==> src/rtl/scl_stretch_pkg.sv <==
package scl_stretch_pkg;
    typedef enum logic [0:0] {
        ST_COUNT = 1'b0,
        ST_HOLD  = 1'b1
    } stretch_state_t;
endpackage

==> src/rtl/scl_fall_detect.sv <==
module scl_fall_detect (
    input  logic clk,
    input  logic rst_n,
    input  logic scl_in,
    output logic fall
);
    logic scl_prev;

    // Idle bus is high, so reset to 1 avoids a false edge after reset.
    always_ff @(posedge clk or negedge rst_n) begin
        if (!rst_n) scl_prev <= 1'b1;
        else        scl_prev <= scl_in;
    end

    assign fall = scl_prev & ~scl_in;
endmodule

==> src/rtl/byte_pulse_counter.sv <==
module byte_pulse_counter #(
    parameter int PULSES = 9,
    parameter int CNT_W  = $clog2(PULSES)
) (
    input  logic             clk,
    input  logic             rst_n,
    input  logic             restart,
    input  logic             fall,
    output logic [CNT_W-1:0] cnt
);
    localparam logic [CNT_W-1:0] LAST = CNT_W'(PULSES - 1);

    always_ff @(posedge clk or negedge rst_n) begin
        if (!rst_n) begin
            cnt <= '0;
        end else if (restart) begin
            cnt <= '0;
        end else if (fall) begin
            if (cnt == LAST) cnt <= '0;
            else             cnt <= cnt + 1'b1;
        end
    end

    // the count never passes the last pulse of a byte
    assert_count_range_R7: assert property (@(posedge clk) disable iff (!rst_n)
        cnt <= LAST);

    // a restart always leaves the count at the first pulse
    assert_restart_clears_R8: assert property (@(posedge clk) disable iff (!rst_n)
        restart |=> (cnt == '0));
endmodule

==> src/rtl/scl_stretch_ctrl.sv <==
module scl_stretch_ctrl
    import scl_stretch_pkg::*;
#(
    parameter int PULSES = 9
) (
    input  logic clk,
    input  logic rst_n,
    input  logic scl_in,
    input  logic byte_restart,
    input  logic stretch_en,
    input  logic stretch_sel,
    input  logic flag_clr,
    output logic scl_hold,
    output logic stretch_flag
);
    localparam int CNT_W = $clog2(PULSES);
    localparam logic [CNT_W-1:0] IDX_AFTER_ACK  = CNT_W'(PULSES - 1);
    localparam logic [CNT_W-1:0] IDX_BEFORE_ACK = CNT_W'(PULSES - 2);

    logic             fall_w;
    logic [CNT_W-1:0] cnt_w;
    logic [CNT_W-1:0] stop_idx;
    logic             trigger;

    stretch_state_t state, state_nx;

    scl_fall_detect i_fall (
        .clk    (clk),
        .rst_n  (rst_n),
        .scl_in (scl_in),
        .fall   (fall_w)
    );

    byte_pulse_counter #(.PULSES(PULSES), .CNT_W(CNT_W)) i_cnt (
        .clk     (clk),
        .rst_n   (rst_n),
        .restart (byte_restart),
        .fall    (fall_w),
        .cnt     (cnt_w)
    );

    // cnt_w holds the number of edges already seen, so index N-1 is the Nth edge
    assign stop_idx = stretch_sel ? IDX_BEFORE_ACK : IDX_AFTER_ACK;
    assign trigger  = fall_w && stretch_en && (cnt_w == stop_idx);

    // state register
    always_ff @(posedge clk or negedge rst_n) begin
        if (!rst_n) state <= ST_COUNT;
        else        state <= state_nx;
    end

    // transitions: a trigger beats a clear in the same cycle
    always_comb begin
        state_nx = state;
        unique case (state)
            ST_COUNT: if (trigger)  state_nx = ST_HOLD;
            ST_HOLD:  if (flag_clr) state_nx = ST_COUNT;
            default:                state_nx = ST_COUNT;
        endcase
    end

    // outputs
    always_comb begin
        scl_hold     = 1'b0;
        stretch_flag = 1'b0;
        unique case (state)
            ST_COUNT: begin
                scl_hold     = 1'b0;
                stretch_flag = 1'b0;
            end
            ST_HOLD: begin
                scl_hold     = 1'b1;
                stretch_flag = 1'b1;
            end
            default: begin
                scl_hold     = 1'b0;
                stretch_flag = 1'b0;
            end
        endcase
    end

    // disabled stretching never pulls the line
    assert_no_hold_when_off_R2: assert property (@(posedge clk) disable iff (!rst_n)
        (!stretch_en && !scl_hold) |=> !scl_hold);

    // a new hold always follows a sampled falling edge
    assert_hold_on_edge_R3: assert property (@(posedge clk) disable iff (!rst_n)
        $rose(scl_hold) |-> $past(fall_w));

    // hold persists without a clear
    assert_hold_persists_R6: assert property (@(posedge clk) disable iff (!rst_n)
        (scl_hold && !flag_clr) |=> scl_hold);

    // a clear releases the line on the next cycle
    assert_clear_releases_R6: assert property (@(posedge clk) disable iff (!rst_n)
        (scl_hold && flag_clr) |=> !scl_hold);

    // a clear coinciding with a new stretch loses
    assert_trigger_wins_R9: assert property (@(posedge clk) disable iff (!rst_n)
        (!scl_hold && trigger && flag_clr) |=> stretch_flag);
endmodule

==> config.mk <==
export PLATFORM = sky130hd
export DESIGN_NAME = scl_stretch_ctrl
export DESIGN_NICKNAME = d
export VERILOG_FILES = /design/src/rtl/scl_stretch_pkg.sv /design/src/rtl/scl_fall_detect.sv /design/src/rtl/byte_pulse_counter.sv /design/src/rtl/scl_stretch_ctrl.sv
export SDC_FILE = /design/constraint.sdc
export NUM_CORES = 1
export LEC_CHECK = 0
export BUFFER_PORTS_ARGS = -buffer_cell sky130_fd_sc_hd__buf_2
export CORE_AREA = 2 2 39 41
export DETAILED_ROUTE_END_ITERATION = 10
export DIE_AREA = 0 0 41 43
export GPL_TIMING_DRIVEN = 0
export PLACE_DENSITY = 0.52
export SYNTH_ARGS = -nofsm -noshare
export SYNTH_HDL_FRONTEND = slang
export SYNTH_SLANG_ARGS = --single-unit
==> constraint.sdc <==
create_clock -name clk -period 1.9 [get_ports clk]
set_input_delay 0.38 -clock clk [delete_from_list [all_inputs] [get_ports clk]]
set_output_delay 0.38 -clock clk [all_outputs]
set_load 0.01 [all_outputs]
==> results of run 1 <==
-- path summary, 6_finish.rpt --
kind	start	to	cells past startpoint
min	scl_in	i_fall.scl_prev$_DFF_PN1_	1
max	state$_DFF_PN0_	stretch_flag	2
min in group asynchronous	rst_n	state$_DFF_PN0_	2
max reg2reg	i_cnt.cnt[0]$_DFFE_PN0P_	i_cnt.cnt[3]$_DFFE_PN0P_	5
max in group asynchronous	rst_n	i_fall.scl_prev$_DFF_PN1_	2
min reg2reg	state$_DFF_PN0_	state$_DFF_PN0_	2
-- metal layers --
layer | vias up | part of all wire (%) | wire length (µm)
met5 | - | 0 | 0
met3 | 2 | 4.5 | 32
met2 | 7 | 47 | 330
li1 | 142 | - | -
met1 | 133 | 47 | 331
met4 | 0 | 2.0 | 14
-- cells by family (layout without fill, tap and decap cells) --
family / after synthesis / after routing / synth area share (%)
muxes: 1 / 1 / 2.81
adders and majority gates: 2 / 2 / 7.02
buffers and inverters: 6 / 19 / 9.47
and+or+nand+nor: 7 / 7 / 14.0
AOI/OAI and AO/OA: 10 / 10 / 24.2
DFF: 6 / 6 / 42.5
-- registers in the layout (all words and copies together), names as in the netlist --
name             flops
i_cnt.cnt            4
state                1
i_fall.scl_prev      1
-- final cells by class --
class | count | area [µm²]
Buffer | 2 | 18.8
Tap cell | 16 | 20.0
Sequential cell | 6 | 151
Inverter | 4 | 15.0
Multi-Input combinational cell | 20 | 171
Clock buffer | 4 | 26.3
Timing Repair Buffer | 9 | 50.0
Fill cell | 144 | 931
-- cells in the mapped netlist --
| cell type | number | area, µm² |
|---|---|---|
| mux2i_1 | 1 | 10.0 |
| dfstp_2 | 1 | 26.3 |
| dfrtp_1 | 5 | 125 |
| a21oi_1 | 2 | 10.0 |
| a41oi_2 | 1 | 16.3 |
| a311oi_2 | 1 | 15.0 |
| nand4b_1 | 1 | 8.76 |
| nor2b_4 | 1 | 13.8 |
| buf_6 | 1 | 11.3 |
| nor4b_1 | 1 | 8.76 |
| buf_4 | 1 | 7.51 |
| o21a_1 | 1 | 7.51 |
| nand3_1 | 1 | 5.00 |
| a21bo_1 | 1 | 10.0 |
| o22ai_1 | 1 | 6.26 |
| nand2_1 | 1 | 3.75 |
| ha_1 | 2 | 25.0 |
| o21ai_0 | 1 | 5.00 |
| inv_1 | 4 | 15.0 |
| o2111ai_1 | 1 | 8.76 |
| nand2b_1 | 1 | 6.26 |
| nor2_1 | 1 | 3.75 |
| o211ai_1 | 1 | 7.51 |
-- critical path, cell delays in order (launching register included) --
cell and delay (ns):
dfrtp_1 0.38, buf_4 0.13, buf_2 0.13
-- stage by stage --
| stage | util (%) | instances | total power [mW] | worst slack [ns] |
|---|---|---|---|---|
| finish | 32.7 | 61 | 0.310 | 0.625 |
| global placement | 30.1 | 56 | 0.173 | 0.655 |
| floorplan | - | 32 | 0.157 | 0.727 |
| detailed placement | 30.1 | 56 | 0.173 | 0.639 |
| CTS | 32.7 | 61 | 0.316 | 0.610 |
| global route | 32.7 | 61 | 0.328 | 0.526 |
-- where the power goes --
group	leakage, nW	switching, mW	internal [mW]
clock network	0.0150	0.0579	0.0803
registers	0.0794	0.00469	0.133
logic	0.109	0.0171	0.0177
==> impl_metrics.ini, run 1 <==
[clock_network]
path_clk_slew_ns = 0.06
clockBufferDepth = 2
postCtsHoldBufs = 1
clock-root-buffer = clkbuf_4
cts_buffers = 3
cts_tree = done
clock_sinks = 6
cts_resized = 0
cts_setup_buffers = 0
h-tree-depth = 1
worstSkewPairLatency_ns = 0.25

[placement]
dpl_cell_area_um2 = 417
dpl.hpwl_um = 523
numPortBuffers = 8
gp_congestion = 0.705

[global_routing]
top_usage_layer = met2
grt_use_met3_pct = 3.14
grt_max_degree = 9
grt_antenna_before_repair = 0
grtUsageTotal_pct = 9.84
use_met1_pct = 10.6
gr-total-overflow = 0
use_met2_pct = 12.8
grt_pass1_vias = 268
grt_pass1_wl_um = 1060

[synth]
synth_cell_types = 23
yosysWarnings = 0
syn_avg_cell_area_um2 = 11.1
ys_seq_elements = 6
ys_seq_area_share_pct = 42.5
syn_area_um2 = 357
synth_cells = 32
synth_fp_nets = 41

[outcome]
status = completed

[finish]
final_cell_mix = buf_2, dfrtp_1, inv_1
diodes = 0
area_delta_synth_final_pct = 27.0
drive_above_1_share_pct = 37.8
final_common_cell = buf_2
stdcell_area_um2 = 453
final_nets = 55

[power]
power_leakage_nw = 0.203
peakVddDrop_v = 0.000232
cellPowerDensity_nw_per_um2 = 685

[worst_hold_path]
hp-class = in2reg

[floorplan]
coreArea_um2 = 1380
die_y_um = 43
dieArea_um2 = 1760
rows = 14
die_w_um = 41
start_util_pct = 25.8
io_pins = 9

[sta]
fin_setup_tns_ns = 0
fin_skew_ns = 0.00872
hold_viol_final = 0
fin_crit_ns = 1.27
max_freq_mhz = 784
timing.final.crit_share_pct = 67.1
whs_ns = 0.261
slew_violations = 0
worst_slew_pin_slew_ns = 0.257
relSlewSlack_pct = 82.6
rsz0062_at_grt = false
finalSetupViolations = 0

[detailed_routing]
drc = 0
routedWlPerCell_um = 11.6
wl_um = 709
vias = 284
ant_nets = 0
firstDrtPassIters = 4
vias_per_cell = 4.66
drt_iter0_markers = 2

[critical_path]
arrival_ns = 0.89
ff2ff_setup_slack_ns = 0.63
cp-start-kind = flop
worst_ep_required_time_ns = 1.52
crit_path_max_fanout = 3
end_kind = primary output
worstSetupPathType = reg2out

[run]
maxCapViolations = 0
Power figures use the tool's default switching activity.
==> run 2: changes to the inputs <==
==> constraint.sdc (replaced) <==
create_clock -name clk -period 1.35 [get_ports clk]
set_input_delay 0.27 -clock clk [delete_from_list [all_inputs] [get_ports clk]]
set_output_delay 0.27 -clock clk [all_outputs]
set_load 0.01 [all_outputs]
==> run 2 against run 1 <==
  * Flip-flop and latch count stayed put
  * Sequential power increased by 42%
  * First-iteration DRC count did not move
  * Die area unchanged
  * Combinational power is 41% higher
  * Setup slack worse by 0.52 ns
  * Sequential share of layout area up 0.18 points
  * Global-route usage unchanged
  * Routed wire length unchanged
  * Non-clock buffer count stayed put
  * Register-to-register slack got worse by 0.52 ns
  * Final area is 0.28% higher
  * Critical path type is now reg2reg
==> impl_metrics.ini, run 2 (synthesized netlist as in run 1, its figures left out) <==
[sta]
rsz0062_at_grt = false
hold_viol_final = 0
fin_skew_ns = 0.00872
slew_violations = 0
finalSetupViolations = 0
max_freq_mhz = 804
worst_slew_pin_slew_ns = 0.256
fin_setup_tns_ns = 0
timing.final.crit_share_pct = 92.1
fin_crit_ns = 1.24
relSlewSlack_pct = 82.7

[detailed_routing]
wl_um = 709
drt_iter0_markers = 2
routedWlPerCell_um = 11.6
vias = 284
firstDrtPassIters = 4
vias_per_cell = 4.66
drc = 0
ant_nets = 0

[critical_path]
cp.depth = 4
crit_chain = nor2b_4 -> buf_6 -> a41oi_2 -> a311oi_2
cpPeakStageDelay_ns = 0.51
crit_path_max_fanout = 8
end_kind = flop
cp-start-kind = flop
worst_ep_required_time_ns = 1.51
critical-path-top-delay-family = flip-flops
critPathSlowestCell = dfstp_2
critPathBufInv = 1
arrival_ns = 1.40
reg2regPathDepth = 4
worstSetupPathType = reg2reg

[finish]
largestRegisters = i_cnt.cnt: 4 flops, i_fall.scl_prev: 1 flops, state: 1 flops
area_delta_synth_final_pct = 27.4
drive_above_1_share_pct = 40.0
multi_input_area_um2 = 171
n_fill_cell = 144
final_cell_mix = buf_2, inv_1, dfrtp_1
final_nets = 55
max_flop_register = i_cnt.cnt
largest_reg_flops = 4
diodes = 0
regArea_um2 = 153
final_common_cell = buf_2

[clock_network]
cts_tree = done
clock_sinks = 6
h-tree-depth = 1
path_clk_slew_ns = 0.06
clock-root-buffer = clkbuf_4
worstSkewPairLatency_ns = 0.25
clockBufferDepth = 2
cts_buffers = 3

[global_routing]
grt_pass1_vias = 268
grt_antenna_before_repair = 0
grtUsageTotal_pct = 9.84
gr-total-overflow = 0
grt_pass1_wl_um = 1060
grt_max_degree = 9

[floorplan]
io_pins = 9
die_w_um = 41
die_y_um = 43
coreArea_um2 = 1380
start_util_pct = 25.8
rows = 14
dieArea_um2 = 1760

[outcome]
status = completed

[power]
total_power_mw = 0.437
power_leakage_nw = 0.202
peakVddDrop_v = 0.000327
cellPowerDensity_nw_per_um2 = 963

[worst_hold_path]
whs_path_depth = 1
hp-class = in2reg

[placement]
numPortBuffers = 8
dpl.hpwl_um = 523
gp_congestion = 0.705

[run]
maxCapViolations = 0
==> run 2: area by class of cell <==
class / count / share of cell area (%)
clock buffers: 4 / 5.79
inverters: 4 / 3.31
flip-flops and latches: 6 / 33.6
multi-input cells: 20 / 37.7
plain buffers: 2 / 4.13
well taps: 16 / 4.41
repair buffers: 9 / 11.0
==> run 2: repair_timing <==
item | in CTS | in global routing
setup endpoints to repair | 0 | 1
resized for setup | 0 | 1
endpoints found under the hold margin | 5 | 0
hold buffers | 1 | 0
buffers inserted | 0 | 0
==> run 2: worst paths after layout <==
kind,start,endpoint,slack [ns]
setup reg to reg,i_fall.scl_prev$_DFF_PN1_,i_cnt.cnt[3]$_DFFE_PN0P_,0.11
max in group asynchronous,rst_n,i_fall.scl_prev$_DFF_PN1_,0.76
setup / recovery,i_fall.scl_prev$_DFF_PN1_,i_cnt.cnt[3]$_DFFE_PN0P_,0.11
hold / removal,scl_in,i_fall.scl_prev$_DFF_PN1_,0.15
hold reg to reg,state$_DFF_PN0_,state$_DFF_PN0_,0.57
min in group asynchronous,rst_n,state$_DFF_PN0_,0.36
==> run 2: per-layer routing <==
metal	share of wire [%]	vias to the layer above	global-route usage, %
li1	-	142	-
met1	47	133	10.6
met2	47	7	12.8
met3	4.5	2	3.14
met4	2.0	0	12.0
met5	0	-	0
==> run 2: stage by stage <==
| stage | hold WS (ns) | instance area, µm² | setup slack (ns) | instances | utilization, % |
|---|---|---|---|---|---|
| final | 0.151 | 454 | 0.106 | 61 | 32.8 |
| after global routing | 0.141 | 454 | 0.0272 | 61 | 32.8 |
| after CTS | 0.146 | 453 | 0.0727 | 61 | 32.7 |
| after detailed placement | 0.105 | 417 | 0.0892 | 56 | 30.1 |
| after global placement | 0.107 | 417 | 0.105 | 56 | 30.1 |
| after floorplan | -0.0256 | 357 | 0.177 | 32 | - |
==> run 2: where the power goes <==
part,total [mW],leakage (nW),internal (mW),switching [mW]
logic,0.0490,0.109,0.0249,0.0241
registers,0.194,0.0779,0.187,0.00660
clock network,0.195,0.0150,0.113,0.0815
==> run 2: worst reg2reg max path, delay by kind of cell (launching register included) <==
family | cells | cell delay [ns]
DFF | 1 | 0.51
AOI/OAI and AO/OA | 2 | 0.39
and+or+nand+nor | 1 | 0.13
buffers and inverters | 1 | 0.13
